<file path="config.mk">
export PLATFORM = sky130hd
export DESIGN_NAME = flash_status_gen
export DESIGN_NICKNAME = d
export VERILOG_FILES = /design/src/rtl/fsg_pkg.sv /design/src/rtl/fsg_strobe_edge.sv /design/src/rtl/fsg_toggle_ctl.sv /design/src/rtl/fsg_status_mux.sv /design/src/rtl/flash_status_gen.sv
export SDC_FILE = /design/constraint.sdc
export NUM_CORES = 1
export LEC_CHECK = 0
export BUFFER_PORTS_ARGS = -buffer_cell sky130_fd_sc_hd__buf_2
export CAP_MARGIN = 20
export CORE_AREA = 2 2 39 41
export CTS_CLUSTER_SIZE = 25
export DETAILED_ROUTE_END_ITERATION = 12
export DIE_AREA = 0 0 41 43
export PLACE_DENSITY = 0.72
export SLEW_MARGIN = 5
export SYNTH_ARGS = -nofsm -noshare
export SYNTH_HDL_FRONTEND = slang
export SYNTH_SLANG_ARGS = --single-unit
</file>
<file path="constraint.sdc">
create_clock -name clk -period 3.1 [get_ports clk]
set_input_delay 0.62 -clock clk [delete_from_list [all_inputs] [get_ports clk]]
set_output_delay 0.62 -clock clk [all_outputs]
set_load 0.03 [all_outputs]
</file>
<file path="src/rtl/fsg_pkg.sv">
package fsg_pkg;
  typedef enum logic [2:0] {
    OP_IDLE      = 3'd0,
    OP_PROG      = 3'd1,
    OP_ERASE     = 3'd2,
    OP_SUSP      = 3'd3,
    OP_PROG_TO   = 3'd4,
    OP_ERASE_TO  = 3'd5,
    OP_SUSP_PROG = 3'd6,
    OP_SPARE     = 3'd7
  } op_e;

  localparam int POLL_BIT   = 7;
  localparam int TOGGLE_BIT = 6;
  localparam int LIMIT_BIT  = 5;
  localparam int KIND_BIT   = 3;

  function automatic logic op_toggles(op_e op);
    return op inside {OP_PROG, OP_ERASE, OP_PROG_TO, OP_ERASE_TO, OP_SUSP_PROG};
  endfunction

  function automatic logic op_starts(op_e op);
    return op inside {OP_PROG, OP_ERASE, OP_SUSP_PROG};
  endfunction
endpackage

</file>
<file path="src/rtl/fsg_strobe_edge.sv">
module fsg_strobe_edge (
  input  logic clk,
  input  logic rst,
  input  logic strobe_n,
  output logic fall
);
  logic strobe_q;

  always_ff @(posedge clk) begin
    if (rst) strobe_q <= 1'b1;
    else     strobe_q <= strobe_n;
  end

  assign fall = strobe_q & ~strobe_n;
endmodule

</file>
<file path="src/rtl/fsg_toggle_ctl.sv">
module fsg_toggle_ctl
  import fsg_pkg::*;
(
  input  logic clk,
  input  logic rst,
  input  op_e  op,
  input  logic rd_fall,
  output logic tog_next
);
  op_e  op_q;
  logic tog_q;
  logic start;
  logic tog_base;

  assign start    = op_starts(op) && (op != op_q);
  assign tog_base = start ? 1'b0 : tog_q;
  assign tog_next = tog_base ^ (rd_fall & op_toggles(op));

  always_ff @(posedge clk) begin
    if (rst) begin
      op_q  <= OP_IDLE;
      tog_q <= 1'b0;
    end else begin
      op_q  <= op;
      tog_q <= tog_next;
    end
  end

  // a read edge during a busy state, with no new start, flips the bit
  assert_toggle_flip_R5: assert property (@(posedge clk) disable iff (rst)
    (rd_fall && op_toggles(op) && !start) |=> (tog_q != $past(tog_q)));

  // no read edge and no start leaves the bit untouched
  assert_toggle_hold_R5: assert property (@(posedge clk) disable iff (rst)
    (!rd_fall && !start) |=> $stable(tog_q));

  // a start without a read edge leaves the bit cleared
  assert_toggle_clear_R10: assert property (@(posedge clk) disable iff (rst)
    (start && !rd_fall) |=> (tog_q == 1'b0));
endmodule

</file>
<file path="src/rtl/fsg_status_mux.sv">
module fsg_status_mux
  import fsg_pkg::*;
#(
  parameter int DATA_W = 8
) (
  input  op_e               op,
  input  logic              prog_msb,
  input  logic              in_susp,
  input  logic              tog,
  input  logic [DATA_W-1:0] arr_data,
  output logic [DATA_W-1:0] nxt_data,
  output logic              status_sel
);
  logic poll_v, limit_v, kind_v;

  always_comb begin
    status_sel = 1'b1;
    poll_v     = 1'b0;
    limit_v    = 1'b0;
    kind_v     = 1'b0;
    unique case (op)
      OP_PROG:      poll_v = ~prog_msb;
      OP_ERASE:     kind_v = 1'b1;
      OP_PROG_TO:   begin poll_v = ~prog_msb; limit_v = 1'b1; end
      OP_ERASE_TO:  begin limit_v = 1'b1; kind_v = 1'b1; end
      OP_SUSP_PROG: begin poll_v = ~prog_msb; limit_v = 1'b1; kind_v = 1'b1; end
      OP_SUSP:      begin status_sel = in_susp; poll_v = 1'b1; end
      default:      status_sel = 1'b0;
    endcase

    if (status_sel) begin
      nxt_data             = '0;
      nxt_data[POLL_BIT]   = poll_v;
      nxt_data[TOGGLE_BIT] = tog;
      nxt_data[LIMIT_BIT]  = limit_v;
      nxt_data[KIND_BIT]   = kind_v;
    end else begin
      nxt_data = arr_data;
    end
  end
endmodule

</file>
<file path="src/rtl/flash_status_gen.sv">
module flash_status_gen
  import fsg_pkg::*;
#(
  parameter int DATA_W = 8
) (
  input  logic              clk,
  input  logic              rst,
  input  logic [2:0]        op_state,
  input  logic              prog_data_msb,
  input  logic              in_susp_sector,
  input  logic [DATA_W-1:0] arr_data,
  input  logic              rd_strobe_n,
  output logic [DATA_W-1:0] rd_data
);
  localparam logic [DATA_W-1:0] RSVD_MASK = DATA_W'(8'h17);

  op_e               op;
  logic              rd_fall;
  logic              tog_next;
  logic              status_sel;
  logic [DATA_W-1:0] nxt_data;

  assign op = op_e'(op_state);

  fsg_strobe_edge u_edge (
    .clk      (clk),
    .rst      (rst),
    .strobe_n (rd_strobe_n),
    .fall     (rd_fall)
  );

  fsg_toggle_ctl u_tog (
    .clk      (clk),
    .rst      (rst),
    .op       (op),
    .rd_fall  (rd_fall),
    .tog_next (tog_next)
  );

  fsg_status_mux #(.DATA_W(DATA_W)) u_mux (
    .op         (op),
    .prog_msb   (prog_data_msb),
    .in_susp    (in_susp_sector),
    .tog        (tog_next),
    .arr_data   (arr_data),
    .nxt_data   (nxt_data),
    .status_sel (status_sel)
  );

  always_ff @(posedge clk) begin
    if (rst) rd_data <= '0;
    else     rd_data <= nxt_data;
  end

  assert_reserved_zero_R9: assert property (@(posedge clk) disable iff (rst)
    status_sel |=> ((rd_data & RSVD_MASK) == '0));

  assert_idle_pass_R2: assert property (@(posedge clk) disable iff (rst)
    (op == OP_IDLE) |=> (rd_data == $past(arr_data)));

  assert_prog_poll_R3: assert property (@(posedge clk) disable iff (rst)
    (op == OP_PROG) |=> (rd_data[POLL_BIT] == !$past(prog_data_msb)
                         && !rd_data[KIND_BIT] && !rd_data[LIMIT_BIT]));

  assert_erase_flags_R4: assert property (@(posedge clk) disable iff (rst)
    (op == OP_ERASE) |=> (!rd_data[POLL_BIT] && rd_data[KIND_BIT] && !rd_data[LIMIT_BIT]));

  assert_timeout_flag_R6: assert property (@(posedge clk) disable iff (rst)
    (op inside {OP_PROG_TO, OP_ERASE_TO}) |=> rd_data[LIMIT_BIT]);

  assert_susp_sector_R7: assert property (@(posedge clk) disable iff (rst)
    (op == OP_SUSP && in_susp_sector) |=> (rd_data[POLL_BIT] && !rd_data[LIMIT_BIT]
                                           && !rd_data[KIND_BIT]));

  assert_susp_prog_R8: assert property (@(posedge clk) disable iff (rst)
    (op == OP_SUSP_PROG) |=> (rd_data[LIMIT_BIT] && rd_data[KIND_BIT]
                              && rd_data[POLL_BIT] == !$past(prog_data_msb)));
endmodule

</file>
==> flow_results.xml, run 1 <==
<?xml version="1.0" encoding="UTF-8"?>
<metrics>
  <group name="detailed_routing">
    <metric name="remaining_drc_errors" unit="">0</metric>
    <metric name="drtIter0Drc" unit="">16</metric>
    <metric name="via_per_inst" unit="">4.98</metric>
    <metric name="antenna_left" unit="">0</metric>
    <metric name="route.vias.total" unit="">493</metric>
    <metric name="routedWlPerCell" unit="µm">11.5</metric>
    <metric name="drt_wl_total" unit="µm">1140</metric>
    <metric name="firstDrtPassIters" unit="">4</metric>
  </group>
  <group name="timing">
    <metric name="final.setup_skew" unit="ns">0.00199</metric>
    <metric name="final-hold-violation-count" unit="">0</metric>
    <metric name="setup_total_negative_slack" unit="ns">0</metric>
    <metric name="finalSetupViolCount" unit="">0</metric>
    <metric name="post-route-min-period" unit="ns">1.76</metric>
    <metric name="grt_setup_unrepaired" unit="">false</metric>
    <metric name="achievable-frequency" unit="MHz">570</metric>
    <metric name="slew-limit-headroom" unit="%">81.1</metric>
    <metric name="finalCritPeriodShare" unit="%">56.6</metric>
    <metric name="tightestPinTransition" unit="ns">0.283</metric>
    <metric name="timing.final.max_slew_violations" unit="">0</metric>
  </group>
  <group name="synth">
    <metric name="yosysUniqueCellTypes" unit="">26</metric>
    <metric name="synth_adder_area_share" unit="%">0</metric>
    <metric name="synthSimpleGateAreaFrac" unit="%">25.6</metric>
    <metric name="mux_contribution_to_synthesized_area" unit="%">0</metric>
    <metric name="dominant_combinational_cell_family_by_area_after_synthesis" unit="">simple AND/OR/NAND/NOR gates</metric>
    <metric name="mappedNetlistNets" unit="">76</metric>
    <metric name="synth-xor-area-share" unit="%">1.55</metric>
    <metric name="synth_area_in_compound_gates" unit="%">17.7</metric>
    <metric name="netlist_area" unit="µm²">567</metric>
    <metric name="synthesis.yosys.warnings" unit="">0</metric>
    <metric name="syn_inst" unit="">60</metric>
    <metric name="yosys_register_bits" unit="">13</metric>
    <metric name="synth_sequential_area_ratio" unit="%">45.9</metric>
    <metric name="syn_avg_cell_area" unit="µm²">9.45</metric>
  </group>
  <group name="die">
    <metric name="dieHeight" unit="µm">43</metric>
    <metric name="number_of_placed_i_o_pins" unit="">24</metric>
    <metric name="placeableCoreArea" unit="µm²">1380</metric>
    <metric name="dieArea" unit="µm²">1760</metric>
    <metric name="start_util" unit="%">41.0</metric>
    <metric name="die_width" unit="µm">41</metric>
    <metric name="std_cell_rows" unit="">14</metric>
  </group>
  <group name="power_and_ir_drop">
    <metric name="power.density" unit="nW/µm²">501</metric>
    <metric name="pwr-share-comb" unit="%">17.9</metric>
    <metric name="power.leakage" unit="nW">0.332</metric>
    <metric name="power.switching_fraction" unit="%">26.8</metric>
    <metric name="intPower" unit="mW">0.252</metric>
    <metric name="clock_power_share" unit="%">29.6</metric>
    <metric name="share_seq_of_total_power" unit="%">52.5</metric>
    <metric name="netSwitchingPower" unit="mW">0.0922</metric>
    <metric name="irDropWorstVdd" unit="V">0.000232</metric>
    <metric name="total_power" unit="mW">0.344</metric>
  </group>
  <group name="global_route">
    <metric name="grt_overflow" unit="">0</metric>
    <metric name="grt_pass1_wl" unit="µm">1670</metric>
    <metric name="number_of_global_route_vias_before_repair" unit="">417</metric>
    <metric name="grt_start_max_net_pins" unit="">13</metric>
    <metric name="grt_total_usage" unit="%">14.6</metric>
    <metric name="antenna_found_initial" unit="">0</metric>
  </group>
  <group name="worst_setup_path">
    <metric name="endpoint_kind" unit="">flip-flop</metric>
    <metric name="critPathLaunchType" unit="">primary input</metric>
    <metric name="crit_required" unit="ns">3.30</metric>
    <metric name="worstPathArrival" unit="ns">1.95</metric>
    <metric name="path_class" unit="">in -&gt; reg</metric>
    <metric name="worst-path-max-fanout" unit="">9</metric>
  </group>
  <group name="clock_tree">
    <metric name="ctsHtreeMaxLevel" unit="">1</metric>
    <metric name="worstSkewPairLatency" unit="ns">0.27</metric>
    <metric name="tritoncts" unit="">done</metric>
    <metric name="clockRootBuffer" unit="">clkbuf_4</metric>
    <metric name="tritoncts_num_sinks" unit="">13</metric>
    <metric name="clock_path_buffers" unit="">2</metric>
    <metric name="cts.clk_slew.worst_paths" unit="ns">0.07</metric>
    <metric name="tritoncts.num_buffers" unit="">3</metric>
    <metric name="post_cts.repair.setup_buffers" unit="">0</metric>
    <metric name="post_cts_resized" unit="">0</metric>
    <metric name="cts-hold-fix-buffers" unit="">0</metric>
  </group>
  <group name="layout">
    <metric name="leading_cell_type_in_the_layout_fill_and_taps_excluded" unit="">buf_2</metric>
    <metric name="final_nets" unit="">100</metric>
    <metric name="seq_area" unit="µm²">260</metric>
    <metric name="antennaDiodeCount" unit="">0</metric>
    <metric name="syn2layout_area_growth" unit="%">21.2</metric>
    <metric name="proportion_of_layout_cells_with_a_drive_suffix_above_1" unit="%">37.3</metric>
    <metric name="fillerInstances" unit="">141</metric>
    <metric name="layout_common_cells" unit="">buf_2 (23), dfxtp_1 (13), nor2_1 (11)</metric>
    <metric name="area_used_by_multi_input_combinational_logic" unit="µm²">254</metric>
  </group>
  <group name="outcome">
    <metric name="result_of_the_run" unit="">complete, no violations</metric>
  </group>
  <group name="place">
    <metric name="globalplace.congestion" unit="">0.778</metric>
    <metric name="place.detailed.hpwl" unit="µm">856</metric>
    <metric name="port_buffers" unit="">23</metric>
  </group>
  <group name="run">
    <metric name="maxCapViolCount" unit="">0</metric>
  </group>
  <group name="hold_path">
    <metric name="type_of_the_most_critical_hold_path" unit="">in -&gt; reg</metric>
  </group>
</metrics>
-- final timing paths --
kind	start	to	slack [ns]	depth (start not counted)
setup / recovery	op_state[2]	rd_data[6]$_SDFF_PP0_	1.34	6
setup reg to reg	u_tog.op_q[0]$_SDFF_PP0_	rd_data[6]$_SDFF_PP0_	1.51	5
hold / removal	rd_strobe_n	u_edge.strobe_q$_SDFF_PP1_	0.54	2
hold reg to reg	u_tog.tog_q$_SDFF_PP0_	u_tog.tog_q$_SDFF_PP0_	0.59	3
-- stage by stage --
stage	setup WS [ns]	cells	hold slack [ns]	instance area [µm²]	utilization [%]
floorplan	1.21	60	0.546	567	-
global placement	1.14	95	0.574	661	47.7
detailed placement	1.05	95	0.581	661	47.7
CTS	1.35	99	0.539	687	49.6
global route	1.33	99	0.537	687	49.6
finish	1.34	99	0.539	687	49.6
-- sequential cells by signal, indices dropped and copies added (netlist names) --
register and count:
u_tog.tog_q 1, u_edge.strobe_q 1, rd_data 8, u_tog.op_q 3
-- power by group through the flow --
stage                     Sequential, mW  Clock (mW)  Combinational (mW)
after global placement             0.184           0              0.0602
after global routing               0.182       0.113              0.0666
after CTS                          0.181       0.105              0.0619
final                              0.181       0.102              0.0616
after detailed placement           0.184           0              0.0619
after floorplan                    0.197           0              0.0328
-- critical path, stage by stage --
cell	delay (ns)
buf_2	0.15
or4b_4	0.55
a22oi_2	0.14
o21ai_1	0.10
xor2_1	0.16
a211oi_2	0.22
-- cells in the mapped netlist --
library cell  count  area share [%]
a211oi_1          1             1.3
a211oi_2          1             2.2
a21boi_0          1             1.3
a21o_1            1             1.3
a21oi_1           3             2.6
a221oi_1          1             1.5
a222oi_1          1             1.8
a22o_1            1             1.5
a22oi_2           1             2.2
and2_1            4             4.4
and2b_1           1             1.3
buf_4             1             1.3
buf_6             3             6.0
dfxtp_1          13              46
inv_1             3             2.0
nand2_1           1            0.66
nand3b_1          2             2.6
nor2_1           11             7.3
nor2b_1           3             3.3
nor3_1            1            0.88
o21ai_0           1            0.88
o21ai_1           1            0.88
or2_2             1             1.1
or3b_2            1             1.5
or4b_4            1             2.4
xor2_1            1             1.5
-- logic make-up (layout without fill, tap and decap cells) --
group                     Yosys count  after routing
buffers and inverters               7             30
DFF                                13             13
AOI/OAI and AO/OA                  13             13
xor gates and xnor gates            1              1
and+or+nand+nor                    26             26
-- metal layers --
layer  global-route usage [%]  vias up  routed length (µm)  part of all wire, %
li1                         -      247                   -                    -
met1                     16.5      231                 467                   41
met2                     21.3       11                 587                   51
met3                     2.62        4                  48                  4.2
met4                     14.0        0                  37                  3.2
met5                        0        -                   0                    0
-- area by class of cell --
class	count	area share [%]
Tap cell	16	2.91
Inverter	3	1.64
Multi-Input combinational cell	40	37.0
Sequential cell	13	37.9
Timing Repair Buffer	23	16.8
Clock buffer	4	3.83
(Power assumes the default switching activity.)
==> inputs of run 2 (changes only) <==
--- a/config.mk
+++ b/config.mk
@@ -7,11 +7,10 @@
 export LEC_CHECK = 0
 export BUFFER_PORTS_ARGS = -buffer_cell sky130_fd_sc_hd__buf_2
 export CAP_MARGIN = 20
-export CORE_AREA = 2 2 39 41
+export CORE_UTILIZATION = 40
 export CTS_CLUSTER_SIZE = 25
 export DETAILED_ROUTE_END_ITERATION = 12
-export DIE_AREA = 0 0 41 43
-export PLACE_DENSITY = 0.72
+export PLACE_DENSITY = 0.71
 export SLEW_MARGIN = 5
 export SYNTH_ARGS = -nofsm -noshare
 export SYNTH_HDL_FRONTEND = slang
==> constraint.sdc (replaced) <==
create_clock -name clk -period 1.6 [get_ports clk]
set_input_delay 0.32 -clock clk [delete_from_list [all_inputs] [get_ports clk]]
set_output_delay 0.32 -clock clk [all_outputs]
set_load 0.03 [all_outputs]
==> run 2 against run 1 <==
  * Worst hold slack lost 0.29 ns
  * Cell count is the same
  * Setup slack lost 1.2 ns
  * Non-clock buffer count grew 1
  * Largest power group unchanged
  * Clock-buffer cell count is the same
  * Register-to-register slack lost 1.4 ns
  * Sequential share of layout area shrank 0.32 points
  * Die area shrank 11%
  * Combinational power grew 96%
==> flow_results.xml, run 2 (synthesized netlist as in run 1, its figures left out) <==
<?xml version="1.0" encoding="UTF-8"?>
<metrics>
  <group name="outcome">
    <metric name="result_of_the_run" unit="">complete, no violations</metric>
  </group>
  <group name="clock_tree">
    <metric name="ctsHtreeMaxLevel" unit="">1</metric>
    <metric name="tritoncts.num_buffers" unit="">3</metric>
    <metric name="clock_path_buffers" unit="">2</metric>
    <metric name="tritoncts_num_sinks" unit="">13</metric>
    <metric name="tritoncts" unit="">done</metric>
    <metric name="cts.clk_slew.worst_paths" unit="ns">0.07</metric>
    <metric name="worstSkewPairLatency" unit="ns">0.27</metric>
    <metric name="clockRootBuffer" unit="">clkbuf_4</metric>
  </group>
  <group name="worst_setup_path">
    <metric name="path_class" unit="">reg -&gt; reg</metric>
    <metric name="worstPathArrival" unit="ns">1.70</metric>
    <metric name="timing.critical_path.slowest_cell_delay" unit="ns">0.47</metric>
    <metric name="crit_required" unit="ns">1.80</metric>
    <metric name="path_cells" unit="">or3b_2, a22oi_2, o21ai_2, xor2_1, a211oi_2</metric>
    <metric name="critPathLaunchType" unit="">flip-flop</metric>
    <metric name="critPathSlowestCell" unit="">or3b_2</metric>
    <metric name="worst-path-max-fanout" unit="">3</metric>
    <metric name="endpoint_kind" unit="">flip-flop</metric>
  </group>
  <group name="timing">
    <metric name="final-hold-violation-count" unit="">0</metric>
    <metric name="tightestPinTransition" unit="ns">0.326</metric>
    <metric name="post-route-min-period" unit="ns">1.50</metric>
    <metric name="achievable-frequency" unit="MHz">666</metric>
    <metric name="final.setup_skew" unit="ns">0.00168</metric>
    <metric name="finalSetupViolCount" unit="">0</metric>
    <metric name="grt_setup_unrepaired" unit="">false</metric>
    <metric name="finalCritPeriodShare" unit="%">93.8</metric>
    <metric name="slew-limit-headroom" unit="%">78.3</metric>
    <metric name="timing.final.max_slew_violations" unit="">0</metric>
  </group>
  <group name="hold_path">
    <metric name="type_of_the_most_critical_hold_path" unit="">in -&gt; reg</metric>
  </group>
  <group name="power_and_ir_drop">
    <metric name="power.switching_fraction" unit="%">26.4</metric>
    <metric name="netSwitchingPower" unit="mW">0.176</metric>
    <metric name="intPower" unit="mW">0.491</metric>
    <metric name="share_seq_of_total_power" unit="%">52.5</metric>
    <metric name="power.density" unit="nW/µm²">953</metric>
    <metric name="irDropWorstVdd" unit="V">0.000410</metric>
    <metric name="clock_power_share" unit="%">29.3</metric>
    <metric name="total_power" unit="mW">0.667</metric>
    <metric name="pwr-share-comb" unit="%">18.1</metric>
    <metric name="power.leakage" unit="nW">0.337</metric>
  </group>
  <group name="detailed_routing">
    <metric name="via_per_inst" unit="">4.86</metric>
    <metric name="remaining_drc_errors" unit="">0</metric>
    <metric name="routedWlPerCell" unit="µm">9.77</metric>
    <metric name="drt_wl_total" unit="µm">967</metric>
    <metric name="drtIter0Drc" unit="">5</metric>
    <metric name="firstDrtPassIters" unit="">5</metric>
    <metric name="route.vias.total" unit="">481</metric>
    <metric name="antenna_left" unit="">0</metric>
  </group>
  <group name="die">
    <metric name="dieHeight" unit="µm">39.6</metric>
    <metric name="std_cell_rows" unit="">13</metric>
    <metric name="placeableCoreArea" unit="µm²">1320</metric>
    <metric name="number_of_placed_i_o_pins" unit="">24</metric>
    <metric name="start_util" unit="%">43.0</metric>
    <metric name="dieArea" unit="µm²">1570</metric>
    <metric name="die_width" unit="µm">39.6</metric>
  </group>
  <group name="run">
    <metric name="maxCapViolCount" unit="">0</metric>
  </group>
  <group name="place">
    <metric name="place.detailed.hpwl" unit="µm">761</metric>
    <metric name="dpl_cell_area" unit="µm²">667</metric>
    <metric name="globalplace.congestion" unit="">0.731</metric>
    <metric name="place_inst" unit="">95</metric>
    <metric name="port_buffers" unit="">23</metric>
  </group>
  <group name="layout">
    <metric name="registers.top_by_ff_count" unit="">rd_data</metric>
    <metric name="final_cell_count_no_fill" unit="">99</metric>
    <metric name="fillerInstances" unit="">123</metric>
    <metric name="final_nets" unit="">101</metric>
    <metric name="antennaDiodeCount" unit="">0</metric>
    <metric name="layout_top_registers" unit="">rd_data (8), u_tog.op_q (3)</metric>
    <metric name="syn2layout_area_growth" unit="%">23.4</metric>
    <metric name="largest_register_ff_count" unit="">8</metric>
    <metric name="layout_common_cells" unit="">buf_2 (23), nor2_1 (11), dfxtp_1 (11)</metric>
    <metric name="proportion_of_layout_cells_with_a_drive_suffix_above_1" unit="%">41.7</metric>
    <metric name="seq_area" unit="µm²">263</metric>
    <metric name="final_standard_cell_area_without_fillers" unit="µm²">699</metric>
    <metric name="leading_cell_type_in_the_layout_fill_and_taps_excluded" unit="">buf_2</metric>
    <metric name="area_used_by_multi_input_combinational_logic" unit="µm²">258</metric>
  </group>
  <group name="global_route">
    <metric name="grt_pass1_wl" unit="µm">1480</metric>
    <metric name="grt_overflow" unit="">0</metric>
    <metric name="grt_start_max_net_pins" unit="">13</metric>
    <metric name="number_of_global_route_vias_before_repair" unit="">369</metric>
    <metric name="grt_total_usage" unit="%">14.5</metric>
    <metric name="antenna_found_initial" unit="">0</metric>
  </group>
</metrics>
[run 2: changes by cell type in the layout (fill, tap and decap cells not counted)]
cell     change
dfxtp_2      +2
o21ai_1      -1
buf_4        +1
o21ai_2      +1
dfxtp_1      -2
[run 2: layout make-up]
type | instances | share of cell area, %
well taps | 15 | 2.68
inverters | 3 | 1.61
clock buffers | 4 | 3.76
repair buffers | 24 | 17.5
multi-input cells | 40 | 36.9
flip-flops and latches | 13 | 37.6
[run 2: power by group through the flow]
stage	Clock, mW	Sequential [mW]	Combinational [mW]
after global routing	0.218	0.353	0.134
after detailed placement	0	0.357	0.120
after CTS	0.206	0.350	0.121
after floorplan	0	0.381	0.0636
final	0.195	0.350	0.121
after global placement	0	0.357	0.119
[run 2: critical path: cells and delay by family, from the launching register on]
kind | cells | cell delay (ns)
simple gates | 1 | 0.47
compound gates | 3 | 0.45
flops | 1 | 0.33
xor+xnor | 1 | 0.18
[run 2: final timing paths]
kind                             from                          to  slack, ns  cells after the start
max          u_tog.op_q[1]$_SDFF_PP0_       rd_data[6]$_SDFF_PP0_        0.1                      5
min reg2reg    u_tog.tog_q$_SDFF_PP0_      u_tog.tog_q$_SDFF_PP0_       0.56                      3
min                       rd_strobe_n  u_edge.strobe_q$_SDFF_PP1_       0.25                      2
max reg2reg  u_tog.op_q[1]$_SDFF_PP0_       rd_data[6]$_SDFF_PP0_        0.1                      5
[run 2: layer usage]
layer,global-route usage [%],wire (µm),up-vias
met1,20.2,484,215
li1,-,-,252
met3,3.41,24,2
met5,0,0,-
met4,7.76,19,0
met2,20.1,438,12
[run 2: timing repair]
action,4_1_cts,5_1_grt
buffers inserted,0,0
hold buffers,0,0
setup endpoints to repair,0,1
resized for setup,0,3
[run 2: metrics by stage]
stage / hold slack, ns / TNS (ns) / setup WS (ns) / utilization (%)
5_1_grt: 0.247 / 0 / 0.000112 / 53.1
4_1_cts: 0.241 / 0 / 0.0591 / 52.6
6_report: 0.246 / 0 / 0.0993 / 53.1
3_3_place_gp: 0.518 / -0.0199 / -0.0199 / 50.6
3_5_place_dp: 0.526 / -0.0476 / -0.0476 / 50.6
2_1_floorplan: 0.427 / 0 / 0.00999 / -
==> inputs of run 3 (changes only) <==
--- a/config.mk
+++ b/config.mk
@@ -7,10 +7,9 @@
 export LEC_CHECK = 0
 export BUFFER_PORTS_ARGS = -buffer_cell sky130_fd_sc_hd__buf_2
 export CAP_MARGIN = 20
-export CORE_UTILIZATION = 40
+export CORE_UTILIZATION = 30
 export CTS_CLUSTER_SIZE = 25
 export DETAILED_ROUTE_END_ITERATION = 12
-export PLACE_DENSITY = 0.71
 export SLEW_MARGIN = 5
 export SYNTH_ARGS = -nofsm -noshare
 export SYNTH_HDL_FRONTEND = slang
==> run 3 against run 2 <==
  * Final area is 2.7% higher
  * Sequential power hardly changed
  * Global-route usage shrank 2.7 points
  * Sequential share of layout area down 1.2 points
  * Critical endpoint unchanged
  * Setup slack got worse by 0.015 ns
  * Largest cell class is now multi-input combinational cells
==> flow_results.xml, run 3 (synthesized netlist as in run 1, its figures left out) <==
<?xml version="1.0" encoding="UTF-8"?>
<metrics>
  <group name="outcome">
    <metric name="result_of_the_run" unit="">complete, no violations</metric>
  </group>
  <group name="layout">
    <metric name="layout_common_cells" unit="">buf_2 (23), dfxtp_1 (12), nor2_1 (11)</metric>
    <metric name="proportion_of_layout_cells_with_a_drive_suffix_above_1" unit="%">41.7</metric>
    <metric name="leading_cell_type_in_the_layout_fill_and_taps_excluded" unit="">buf_2</metric>
    <metric name="syn2layout_area_growth" unit="%">26.7</metric>
    <metric name="antennaDiodeCount" unit="">0</metric>
    <metric name="largest_register_ff_count" unit="">8</metric>
    <metric name="final_nets" unit="">101</metric>
    <metric name="layout_top_registers" unit="">rd_data (8), u_tog.op_q (3)</metric>
    <metric name="registers.top_by_ff_count" unit="">rd_data</metric>
  </group>
  <group name="detailed_routing">
    <metric name="remaining_drc_errors" unit="">0</metric>
    <metric name="drtIter0Drc" unit="">15</metric>
    <metric name="antenna_left" unit="">0</metric>
    <metric name="drt_wl_total" unit="µm">1130</metric>
    <metric name="via_per_inst" unit="">4.56</metric>
    <metric name="firstDrtPassIters" unit="">6</metric>
    <metric name="routedWlPerCell" unit="µm">10.4</metric>
    <metric name="route.vias.total" unit="">497</metric>
  </group>
  <group name="timing">
    <metric name="post-route-min-period" unit="ns">1.52</metric>
    <metric name="final-hold-violation-count" unit="">0</metric>
    <metric name="finalCritPeriodShare" unit="%">94.7</metric>
    <metric name="finalSetupViolCount" unit="">0</metric>
    <metric name="tightestPinTransition" unit="ns">0.293</metric>
    <metric name="setup_total_negative_slack" unit="ns">0</metric>
    <metric name="grt_setup_unrepaired" unit="">false</metric>
    <metric name="final.setup_skew" unit="ns">0.00338</metric>
    <metric name="postLayoutSetupSlackWorst" unit="ns">0.0844</metric>
    <metric name="timing.final.max_slew_violations" unit="">0</metric>
    <metric name="achievable-frequency" unit="MHz">660</metric>
    <metric name="slew-limit-headroom" unit="%">80.5</metric>
  </group>
  <group name="run">
    <metric name="maxCapViolCount" unit="">0</metric>
  </group>
  <group name="worst_setup_path">
    <metric name="worstPathArrival" unit="ns">1.71</metric>
    <metric name="worst-path-max-fanout" unit="">3</metric>
    <metric name="endpoint_kind" unit="">flip-flop</metric>
    <metric name="reg2regPathDepth" unit="">5</metric>
    <metric name="critPathLaunchType" unit="">flip-flop</metric>
    <metric name="path_class" unit="">reg -&gt; reg</metric>
    <metric name="crit_required" unit="ns">1.80</metric>
  </group>
  <group name="place">
    <metric name="globalplace.congestion" unit="">0.708</metric>
    <metric name="dp_slack" unit="ns">-0.0317</metric>
    <metric name="port_buffers" unit="">23</metric>
    <metric name="place.detailed.hpwl" unit="µm">849</metric>
  </group>
  <group name="hold_path">
    <metric name="type_of_the_most_critical_hold_path" unit="">in -&gt; reg</metric>
    <metric name="worstHoldPathCells" unit="">2</metric>
  </group>
  <group name="clock_tree">
    <metric name="clockRootBuffer" unit="">clkbuf_4</metric>
    <metric name="worstSkewPairLatency" unit="ns">0.27</metric>
    <metric name="ctsHtreeMaxLevel" unit="">1</metric>
    <metric name="clock_path_buffers" unit="">2</metric>
    <metric name="tritoncts_num_sinks" unit="">13</metric>
    <metric name="post_cts_resized" unit="">0</metric>
    <metric name="post_cts.repair.setup_buffers" unit="">0</metric>
    <metric name="cts-hold-fix-buffers" unit="">0</metric>
    <metric name="tritoncts.num_buffers" unit="">3</metric>
    <metric name="cts.clk_slew.worst_paths" unit="ns">0.08</metric>
    <metric name="tritoncts" unit="">done</metric>
  </group>
  <group name="die">
    <metric name="die_width" unit="µm">45.5</metric>
    <metric name="dieArea" unit="µm²">2070</metric>
    <metric name="std_cell_rows" unit="">15</metric>
    <metric name="start_util" unit="%">32.5</metric>
    <metric name="placeableCoreArea" unit="µm²">1750</metric>
    <metric name="dieHeight" unit="µm">45.5</metric>
    <metric name="number_of_placed_i_o_pins" unit="">24</metric>
  </group>
  <group name="global_route">
    <metric name="number_of_global_route_vias_before_repair" unit="">401</metric>
    <metric name="grt_total_usage" unit="%">11.8</metric>
    <metric name="grt_start_max_net_pins" unit="">13</metric>
    <metric name="grt_pass1_wl" unit="µm">1680</metric>
    <metric name="grt_overflow" unit="">0</metric>
    <metric name="antenna_found_initial" unit="">0</metric>
  </group>
  <group name="power_and_ir_drop">
    <metric name="share_seq_of_total_power" unit="%">51.6</metric>
    <metric name="pwr-share-comb" unit="%">18.6</metric>
    <metric name="irDropWorstVdd" unit="V">0.000377</metric>
    <metric name="netSwitchingPower" unit="mW">0.184</metric>
    <metric name="intPower" unit="mW">0.492</metric>
    <metric name="total_power" unit="mW">0.676</metric>
    <metric name="power.leakage" unit="nW">0.338</metric>
    <metric name="clock_power_share" unit="%">29.8</metric>
    <metric name="power.density" unit="nW/µm²">941</metric>
    <metric name="power.switching_fraction" unit="%">27.2</metric>
  </group>
</metrics>
run 3: cell counts in the layout (fill, tap and decap cells not counted):
No cell type changed its count.
run 3: per-layer routing:
metal  GRT usage (%)  vias to the layer above  part of all wire, %
met2            16.6                       16                   50
met4            7.27                        0                    0
met1            15.0                      231                   44
met3            4.37                        0                  6.2
li1                -                      250                    -
met5               0                        -                    0
run 3: worst max-delay path, stage by stage, from the launching register on:
cell	delay, ns
dfxtp_1	0.33
or3b_2	0.47
a22oi_2	0.18
o21ai_2	0.10
xor2_2	0.19
a211oi_2	0.17
run 3: path summary, 6_finish.rpt:
check	from	endpoint	slack, ns
worst min-delay path	arr_data[1]	rd_data[1]$_SDFF_PP0_	0.24
worst min register to register	u_tog.tog_q$_SDFF_PP0_	u_tog.tog_q$_SDFF_PP0_	0.58
worst max-delay path	u_tog.op_q[1]$_SDFF_PP0_	rd_data[6]$_SDFF_PP0_	0.08
worst max register to register	u_tog.op_q[1]$_SDFF_PP0_	rd_data[6]$_SDFF_PP0_	0.08
run 3: final cells by class:
cell class                 count  area (µm²)
multi-input combinational     40         265
clock buffer                   4        26.3
tap                           25        31.3
fill                         186        1030
timing repair buffer          24         123
inverter                       3        11.3
sequential                    13         262
run 3: power groups by stage:
stage	clock, mW	sequential [mW]	combinational, mW
3_5_place_dp	0	0.356	0.122
6_report	0.201	0.349	0.126
4_1_cts	0.203	0.349	0.123
5_1_grt	0.223	0.351	0.138
2_1_floorplan	0	0.381	0.0636
3_3_place_gp	0	0.357	0.120
run 3: per-stage QoR:
step,util [%],hold WS [ns],cells,cell area [µm²]
after CTS,40.4,0.243,109,706
after floorplan,-,0.427,60,567
after global routing,41.1,0.239,109,718
after detailed placement,38.9,0.523,105,679
after global placement,38.9,0.520,105,679
final,41.1,0.244,109,718
